[src/rtl/ftb_pkg.sv]
package ftb_pkg;

  localparam logic [1:0] CTR_STRONG_NT  = 2'b00;
  localparam logic [1:0] CTR_WEAK_TAKEN = 2'b10;
  localparam logic [1:0] CTR_STRONG_T   = 2'b11;

  typedef struct packed {
    logic       alloc;     // claim the entry for a taken miss
    logic       train;     // update-hit: write the new counter value
    logic       retarget;  // update-hit, taken, target differs
    logic [1:0] newCtr;    // counter value to write
  } ftbWrStrobe_t;

  function automatic logic [1:0] ctrStep(input logic [1:0] cur, input logic up);
    logic [1:0] res;
    if (up) res = (cur == CTR_STRONG_T)  ? cur : cur + 2'd1;
    else    res = (cur == CTR_STRONG_NT) ? cur : cur - 2'd1;
    return res;
  endfunction

endpackage

[src/rtl/ftb_datapath.sv]
module ftb_datapath
  import ftb_pkg::*;
#(
  parameter int PC_W    = 32,
  parameter int ENTRIES = 16
) (
  input  logic             clk,
  input  logic             rstN,
  input  logic [PC_W-1:0]  fetchPc,
  input  logic [PC_W-1:0]  updPc,
  input  logic [PC_W-1:0]  updTarget,
  input  ftbWrStrobe_t     strobe,
  output logic             lkHit,
  output logic [1:0]       lkCtr,
  output logic [PC_W-1:0]  lkTarget,
  output logic             upHit,
  output logic [1:0]       upCtr,
  output logic             upTargetSame
);

  localparam int IDX_W = (ENTRIES > 1) ? $clog2(ENTRIES) : 1;
  localparam int IDX_LO = 2;
  localparam int TAG_LO = IDX_LO + IDX_W;
  localparam int TAG_W  = PC_W - TAG_LO;

  logic [ENTRIES-1:0] validQ;
  logic [TAG_W-1:0]   tagQ    [ENTRIES];
  logic [PC_W-1:0]    targetQ [ENTRIES];
  logic [1:0]         ctrQ    [ENTRIES];

  logic [IDX_W-1:0] lkIdx, upIdx;
  logic [TAG_W-1:0] lkTag, upTag;

  assign lkIdx = fetchPc[TAG_LO-1:IDX_LO];
  assign lkTag = fetchPc[PC_W-1:TAG_LO];
  assign upIdx = updPc[TAG_LO-1:IDX_LO];
  assign upTag = updPc[PC_W-1:TAG_LO];

  // lookup port
  assign lkHit    = validQ[lkIdx] && (tagQ[lkIdx] == lkTag);
  assign lkCtr    = ctrQ[lkIdx];
  assign lkTarget = targetQ[lkIdx];

  // update-side read port
  assign upHit        = validQ[upIdx] && (tagQ[upIdx] == upTag);
  assign upCtr        = ctrQ[upIdx];
  assign upTargetSame = (targetQ[upIdx] == updTarget);

  always_ff @(posedge clk or negedge rstN) begin
    if (!rstN) validQ <= '0;
    else if (strobe.alloc) validQ[upIdx] <= 1'b1;
  end

  always_ff @(posedge clk) begin
    if (strobe.alloc) tagQ[upIdx] <= upTag;
    if (strobe.alloc || strobe.retarget) targetQ[upIdx] <= updTarget;
    if (strobe.alloc || strobe.train) ctrQ[upIdx] <= strobe.newCtr;
  end

  // an allocation leaves a valid, weakly-taken entry holding the target
  assert_alloc_fills_R3: assert property (@(posedge clk) disable iff (!rstN)
    strobe.alloc |=> (validQ[$past(upIdx)] &&
                      targetQ[$past(upIdx)] == $past(updTarget) &&
                      ctrQ[$past(upIdx)] == CTR_WEAK_TAKEN));

  // a cycle with neither allocation nor training keeps every valid bit
  assert_valid_kept_R4: assert property (@(posedge clk) disable iff (!rstN)
    (!strobe.alloc && !strobe.train) |=> $stable(validQ));

  // training moves the counter by at most one step and never wraps
  assert_ctr_step_R5: assert property (@(posedge clk) disable iff (!rstN)
    (strobe.train && !strobe.alloc) |=>
      ((ctrQ[$past(upIdx)] == $past(upCtr)) ||
       (ctrQ[$past(upIdx)] == $past(upCtr) + 2'd1 && $past(upCtr) != 2'b11) ||
       (ctrQ[$past(upIdx)] == $past(upCtr) - 2'd1 && $past(upCtr) != 2'b00)));

endmodule

[src/rtl/ftb_ctrl.sv]
module ftb_ctrl
  import ftb_pkg::*;
#(
  parameter int PC_W = 32
) (
  input  logic             clk,
  input  logic             rstN,
  input  logic [PC_W-1:0]  fetchPc,
  input  logic             updValid,
  input  logic             updTaken,
  input  logic             lkHit,
  input  logic [1:0]       lkCtr,
  input  logic [PC_W-1:0]  lkTarget,
  input  logic             upHit,
  input  logic [1:0]       upCtr,
  input  logic             upTargetSame,
  output ftbWrStrobe_t     strobe,
  output logic             predHit,
  output logic             predTaken,
  output logic [PC_W-1:0]  predTarget,
  output logic [PC_W-1:0]  nextPc
);

  localparam logic [PC_W-1:0] INSN_BYTES = PC_W'(4);

  logic [PC_W-1:0] seqPc;

  assign seqPc = fetchPc + INSN_BYTES;

  always_comb begin
    predHit    = lkHit;
    predTaken  = lkHit && lkCtr[1];
    predTarget = lkTarget;
    nextPc     = predTaken ? lkTarget : seqPc;
  end

  always_comb begin
    strobe          = '0;
    strobe.alloc    = updValid && updTaken && !upHit;
    strobe.train    = updValid && upHit;
    strobe.retarget = updValid && upHit && updTaken && !upTargetSame;
    strobe.newCtr   = strobe.alloc ? CTR_WEAK_TAKEN : ctrStep(upCtr, updTaken);
  end

  // a not-taken resolution never claims an entry
  assert_nt_never_allocs_R4: assert property (@(posedge clk) disable iff (!rstN)
    (updValid && !updTaken) |-> !strobe.alloc);

endmodule

[src/rtl/fetch_target_buffer.sv]
module fetch_target_buffer
  import ftb_pkg::*;
#(
  parameter int PC_W    = 32,
  parameter int ENTRIES = 16
) (
  input  logic             clk,
  input  logic             rstN,
  input  logic [PC_W-1:0]  fetchPc,
  output logic [PC_W-1:0]  nextPc,
  output logic             predHit,
  output logic             predTaken,
  output logic [PC_W-1:0]  predTarget,
  input  logic             updValid,
  input  logic [PC_W-1:0]  updPc,
  input  logic             updTaken,
  input  logic [PC_W-1:0]  updTarget
);

  ftbWrStrobe_t    strobe;
  logic            lkHit, upHit, upTargetSame;
  logic [1:0]      lkCtr, upCtr;
  logic [PC_W-1:0] lkTarget;

  ftb_datapath #(.PC_W(PC_W), .ENTRIES(ENTRIES)) u_dp (
    .clk(clk), .rstN(rstN), .fetchPc(fetchPc), .updPc(updPc),
    .updTarget(updTarget), .strobe(strobe), .lkHit(lkHit), .lkCtr(lkCtr),
    .lkTarget(lkTarget), .upHit(upHit), .upCtr(upCtr),
    .upTargetSame(upTargetSame)
  );

  ftb_ctrl #(.PC_W(PC_W)) u_ctrl (
    .clk(clk), .rstN(rstN), .fetchPc(fetchPc), .updValid(updValid),
    .updTaken(updTaken), .lkHit(lkHit), .lkCtr(lkCtr), .lkTarget(lkTarget),
    .upHit(upHit), .upCtr(upCtr), .upTargetSame(upTargetSame),
    .strobe(strobe), .predHit(predHit), .predTaken(predTaken),
    .predTarget(predTarget), .nextPc(nextPc)
  );

  // without a taken prediction fetch stays sequential
  assert_seq_fallthrough_R2: assert property (@(posedge clk) disable iff (!rstN)
    !predTaken |-> nextPc == fetchPc + PC_W'(4));

  // a taken prediction redirects to the stored target
  assert_redirect_R3: assert property (@(posedge clk) disable iff (!rstN)
    predTaken |-> (predHit && nextPc == predTarget));

endmodule

[config.mk]
export PLATFORM = sky130hd
export DESIGN_NAME = fetch_target_buffer
export DESIGN_NICKNAME = d
export VERILOG_FILES = /design/src/rtl/ftb_pkg.sv /design/src/rtl/ftb_datapath.sv /design/src/rtl/ftb_ctrl.sv /design/src/rtl/fetch_target_buffer.sv
export SDC_FILE = /design/constraint.sdc
export NUM_CORES = 1
export LEC_CHECK = 0
export BUFFER_PORTS_ARGS = -buffer_cell sky130_fd_sc_hd__buf_2
export CAP_MARGIN = 20
export CORE_ASPECT_RATIO = 0.75
export CORE_MARGIN = 2
export CORE_UTILIZATION = 55
export DETAILED_ROUTE_END_ITERATION = 7
export HOLD_SLACK_MARGIN = 0.03
export PLACE_DENSITY_LB_ADDON = 0.12
export SYNTH_ARGS = -nofsm -noshare
export SYNTH_HDL_FRONTEND = slang
export SYNTH_SLANG_ARGS = --single-unit
[constraint.sdc]
create_clock -name clk -period 6.3 [get_ports clk]
set_input_delay 0.63 -clock clk [delete_from_list [all_inputs] [get_ports clk]]
set_output_delay 0.63 -clock clk [all_outputs]
set_load 0.1 [all_outputs]
==> results.cfg, run 1 <==
[floorplan]
io-pin-count = 166
die_area_um2 = 89900
coreArea_um2 = 86200
start_util_pct = 55.8
dieWidth_um = 346
row_count = 93
dieHeight_um = 260

[clock_tree]
root_buffer = clkbuf_16
cts-htree-levels = 3
clock_latency_ns = 0.68
cts_buffers = 96
cts_max_path_buffers = 3
cts_tree = yes
clock-sinks = 976
cts_setup_buffers = 0
clk_pin_slew_ns = 0.06

[timing]
grt_setup_unrepaired = false
fin_setup_tns_ns = 0
finClkSkew_ns = 0.0382
hold_viol_final = 0
slew_headroom_pct = 28.2
setup_viol = 0
finalWorstSetupSlack_ns = 0.750
min_period_over_period_pct = 88.1
worst_slew_pin_slew_ns = 1.07
min_period_ns = 5.55
fmax_ghz = 0.180
report.final.slew_viol_count = 0

[hold_path]
hold_path_class = primary input to flip-flop

[synthesis]
yosys-top-cells-area = edfxtp_1, mux4_2, mux2i_1
synth_top_cell_area_share_pct = 59.9
synthTopCellsByCount = edfxtp_1, mux4_2, mux2i_1, nand2_1, xnor2_1
syn-num-nets = 2768
ys_types = 75
synthFlopType = edfxtp_1
synth-seq-cells = 976
syn_area_um2 = 48100
synthCells = 2667
avgSynthCellArea_um2 = 18.0
synth_edf_count = 960
yosysWarnings = 0
seq_area_frac_synth_pct = 60.8
yosysMostFrequentCell = edfxtp_1
synth_top_area_cell = edfxtp_1
synth-async-reset-ratio_pct = 1.64

[place]
portBuffers = 163
place_congestion = 0.971
hpwlAfterDp_mm = 102
dp_slack_ns = 0.880

[layout]
layout.nets = 2962
fin_util_pct = 63.2
syn2layout_area_growth_pct = 13.2
drive_gt1_share_pct = 32.5

[pwr]
power_density_nw_per_um2 = 276
leakage_nw = 18.2
p_total_w = 0.0150
ir_worst_vdd_v = 0.000263

[drt]
drt_iter0_drc = 4891
drcViolationCount = 0
vias_per_cell = 7.27
wire_per_inst_um = 38.4
num_vias = 29700
firstDrtPassIters = 5
wl_mm = 157
antenna_left = 0

[grt]
grt_max_degree = 82
grt_pass1_wl_mm = 220
grtUsageTotal_pct = 35.1
antenna_found_initial = 14
grt_overflow = 0
grt_pass1_vias = 29200

[status]
status = complete, no violations

[worst_setup_path]
worstPathRequired_ns = 5.67
start_kind = primary input
worstPathMaxFanout = 47
crit_type = primary input to output port
worstPathArrival_ns = 4.92
endpoint_kind = output port

[job]
max_cap_violations = 0
==> kinds of logic (layout without fill, tap and decap cells) <==
logic type / count (synthesis) / count (layout) / share of synthesized area, %
compound gates: 301 / 301 / 4.71
simple gates: 277 / 277 / 2.85
fa+ha+maj: 1 / 1 / 0.0260
buf+inv: 228 / 504 / 2.34
flops: 976 / 976 / 60.8
other cells: 0 / 3 / 0
xor+xnor: 118 / 118 / 2.15
mux: 766 / 766 / 27.2
==> repair_timing <==
item                      4_1_cts  5_1_grt
hold buffers                    1        0
hold endpoints to repair       16        0
gates resized for setup         0        0
==> placed cells by master, fill, tap and decap left out, types with 29 or more instances in the layout <==
cell / count
a22o_1: 32
a22oi_1: 40
buf_12: 47
buf_2: 153
buf_4: 78
clkbuf_16: 98
edfxtp_1: 960
inv_1: 36
mux2_2: 55
mux2i_1: 284
mux4_2: 426
nand2_1: 89
nor2_1: 41
o22ai_1: 38
xnor2_1: 89
xor2_1: 29
==> report_power, final <==
part / leakage [nW] / switching, W / internal (W)
clock network: 1.58 / 0.00252 / 0.00335
logic: 7.80 / 0.00123 / 0.000647
registers: 8.83 / 0.0000526 / 0.00723
total: 18.2 / 0.00380 / 0.0112
==> routing by layer <==
| layer | track usage [%] | wire length, um |
|---|---|---|
| met5 | 0 | 80 |
| met4 | 9.03 | 3980 |
| met3 | 11.9 | 22600 |
| met2 | 49.2 | 66800 |
| met1 | 52.8 | 63400 |
==> final cells by class <==
class,instances,area (um2)
Antenna cell,3,7.51
Clock buffer,117,2560
Clock inverter,63,629
Fill cell,6053,31800
Inverter,39,148
Multi-Input combinational cell,1463,18100
Sequential cell,976,29200
Tap cell,1140,1430
Timing Repair Buffer,285,2390
==> critical path: stages <==
cell and delay [ns]:
buf_6 0.24, buf_12 0.34, buf_4 0.42, mux2i_1 0.14
a22o_1 0.19, a221oi_1 0.76, xnor2_1 0.14, nor4_1 0.27
o21ai_0 0.21, nor4_4 0.40, buf_12 0.32, mux2_2 0.43
buf_2 0.31
==> path summary, 6_finish.rpt <==
check	slack, ns	start	endpoint	cells after the start
setup / recovery	0.75	fetchPc[4]	nextPc[31]	13
hold / removal	0.34	updTarget[24]	u_dp.targetQ[7][24]$_DFFE_PP_	1
setup reg to reg	2.09	u_dp.tagQ[9][24]$_DFFE_PP_	u_dp.targetQ[15][11]$_DFFE_PP_	11
hold reg to reg	0.50	u_dp.validQ[14]$_DFFE_PN0P_	u_dp.validQ[14]$_DFFE_PN0P_	1
max in group asynchronous	5.53	rstN	u_dp.validQ[13]$_DFFE_PN0P_	2
min in group asynchronous	0.46	rstN	u_dp.validQ[10]$_DFFE_PN0P_	2
==> registers in the layout (all words and copies together) (netlist names) <==
signal        flops
u_dp.tagQ       416
u_dp.ctrQ        32
u_dp.targetQ    512
u_dp.validQ      16
==> metrics by stage <==
| stage | instances | area [um2] | hold WS (ns) |
|---|---|---|---|
| floorplan | 2667 | 48100 | 0.334 |
| global placement | 3902 | 51300 | 0.475 |
| detailed placement | 3902 | 51300 | 0.484 |
| CTS | 4083 | 54500 | 0.304 |
| global route | 4084 | 54500 | 0.340 |
| finish | 4086 | 54500 | 0.343 |
No activity file was read; power rests on OpenSTA's default activity.
==> run 2: changes to the inputs <==
--- a/config.mk
+++ b/config.mk
@@ -9,7 +9,7 @@
 export CAP_MARGIN = 20
 export CORE_ASPECT_RATIO = 0.75
 export CORE_MARGIN = 2
-export CORE_UTILIZATION = 55
+export CORE_UTILIZATION = 60
 export DETAILED_ROUTE_END_ITERATION = 7
 export HOLD_SLACK_MARGIN = 0.03
 export PLACE_DENSITY_LB_ADDON = 0.12
==> run 2 against run 1 <==
  * Clock power barely moved
  * Non-clock buffer count rose by 5
  * Sequential share of layout area rose by 0.27 points
  * Final cell count fell by 2.1%
  * Sequential power barely moved
  * Setup slack improved by 0.094 ns
  * Die area fell by 8.2%
  * Largest power group unchanged
==> results.cfg, run 2 (synthesis results as in run 1) <==
[pwr]
power_density_nw_per_um2 = 278
ir_worst_vdd_v = 0.000242
leakage_nw = 18.2
p_total_w = 0.0150

[place]
portBuffers = 163
place_inst = 3811
placed_area_um2 = 50900
hpwlAfterDp_mm = 102
place_congestion = 0.969

[layout]
stdcell_count = 4002
syn2layout_area_growth_pct = 12.7
reg_top3 = u_dp.targetQ: 512 flops, u_dp.tagQ: 416 flops, u_dp.ctrQ: 32 flops
layout.nets = 2967
mostFrequentLayoutCells = edfxtp_1, mux4_2, mux2i_1
final_area_um2 = 54200
drive_gt1_share_pct = 32.3
final_common_cell = edfxtp_1
largest_reg_flops = 512
largest_register = u_dp.targetQ

[job]
max_cap_violations = 0

[grt]
grtUsageTotal_pct = 38.1
grt_overflow = 0
antenna_found_initial = 15
grt_pass1_vias = 29100
grt_pass1_wl_mm = 218
grt_max_degree = 71

[timing]
min_period_over_period_pct = 86.6
fin_setup_tns_ns = 0
holdWs_ns = 0.336
fmax_ghz = 0.183
worst_slew_pin_slew_ns = 1.16
setup_viol = 0
finClkSkew_ns = 0.0247
report.final.slew_viol_count = 0
min_period_ns = 5.46
hold_viol_final = 0
slew_headroom_pct = 22.1
grt_setup_unrepaired = false

[drt]
firstDrtPassIters = 6
wl_mm = 155
wire_per_inst_um = 38.9
vias_per_cell = 7.56
antenna_left = 0
num_vias = 30200
drcViolationCount = 0
drt_iter0_drc = 5265

[floorplan]
row_count = 89
io-pin-count = 166
coreArea_um2 = 79100
die_area_um2 = 82500
start_util_pct = 60.8
dieHeight_um = 249
dieWidth_um = 331

[clock_tree]
hold_buffers = 1
cts-htree-levels = 3
cts_buffers = 96
clk_pin_slew_ns = 0.06
cts_max_path_buffers = 3
cts_setup_buffers = 0
clock-sinks = 976
clock_latency_ns = 0.69
cts_tree = yes
ctsResizeCount = 0
root_buffer = clkbuf_16

[worst_setup_path]
worstPathRequired_ns = 5.67
crit_type = primary input to output port
worstPathArrival_ns = 4.83
cpPeakStageDelay_ns = 0.65
path_cells = buf_8 > nor2_1 > buf_4 > a22o_1 > a221oi_1 > xnor2_1 > nor4_1 > o21ai_0 > nor4_4 > buf_12 > mux2_2 > buf_2
start_kind = primary input
r2r_slack_ns = 1.82
path_delay_family = buffers and inverters
path_buf_inv = 4
worstPathMaxFanout = 51
critPathSlowestCell = a221oi_1
endpoint_kind = output port

[status]
status = complete, no violations

[hold_path]
hold_path_class = primary input to flip-flop
==> run 2: cell types whose count changed in the layout (fill, tap and decap cells not counted), sizes merged <==
cell      previous run  this run
clkinv              50        43
diode                3        10
buf                283       288
clkbuf             118       122
bufinv              11        12
clkinvlp             0         1
inv                 41        40
==> run 2: power breakdown <==
group          internal [W]  switching [W]
Sequential          0.00724      0.0000551
Clock               0.00338        0.00250
Combinational      0.000648        0.00123
==> run 2: cell type report <==
type	instances	area, um2
fillers	5087	24900
clock inverters	57	622
clock buffers	121	2560
multi-input cells	1463	18100
flip-flops and latches	976	29200
inverters	39	148
repair buffers	290	2220
well taps	1046	1310
diodes	10	25.0
==> run 2: worst reg2reg max path: cells and delay by family (launching register included) <==
| kind | cells | cell delay (ns) |
|---|---|---|
| and+or+nand+nor | 3 | 1.27 |
| buffers and inverters | 2 | 0.80 |
| AOI/OAI and AO/OA | 2 | 0.71 |
| muxes | 2 | 0.70 |
| DFF | 1 | 0.43 |
| xor gates and xnor gates | 1 | 0.28 |
==> run 2: metal layers <==
metal / vias to the layer above / part of all wire (%) / track usage (%)
met2: 2434 / 43 / 52.2
met5: - / 0.051 / 0
met1: 15800 / 39 / 58.5
met3: 281 / 16 / 13.8
met4: 12 / 2.5 / 9.52
li1: 11700 / - / -
==> run 2: stage by stage <==
stage | utilization (%) | setup slack (ns)
floorplan | - | 0.684
global placement | 64.4 | 0.827
detailed placement | 64.4 | 0.865
CTS | 68.5 | 0.938
global route | 68.5 | 0.710
finish | 68.5 | 0.844
==> run 2: worst paths after layout <==
path | from | cells after the start | endpoint
setup / recovery | fetchPc[2] | 12 | nextPc[15]
hold / removal | updTarget[22] | 1 | u_dp.targetQ[0][22]$_DFFE_PP_
setup reg to reg | u_dp.tagQ[10][24]$_DFFE_PP_ | 10 | u_dp.targetQ[9][28]$_DFFE_PP_
hold reg to reg | u_dp.validQ[8]$_DFFE_PN0P_ | 1 | u_dp.validQ[8]$_DFFE_PN0P_
max in group asynchronous | rstN | 2 | u_dp.validQ[13]$_DFFE_PN0P_
min in group asynchronous | rstN | 2 | u_dp.validQ[2]$_DFFE_PN0P_
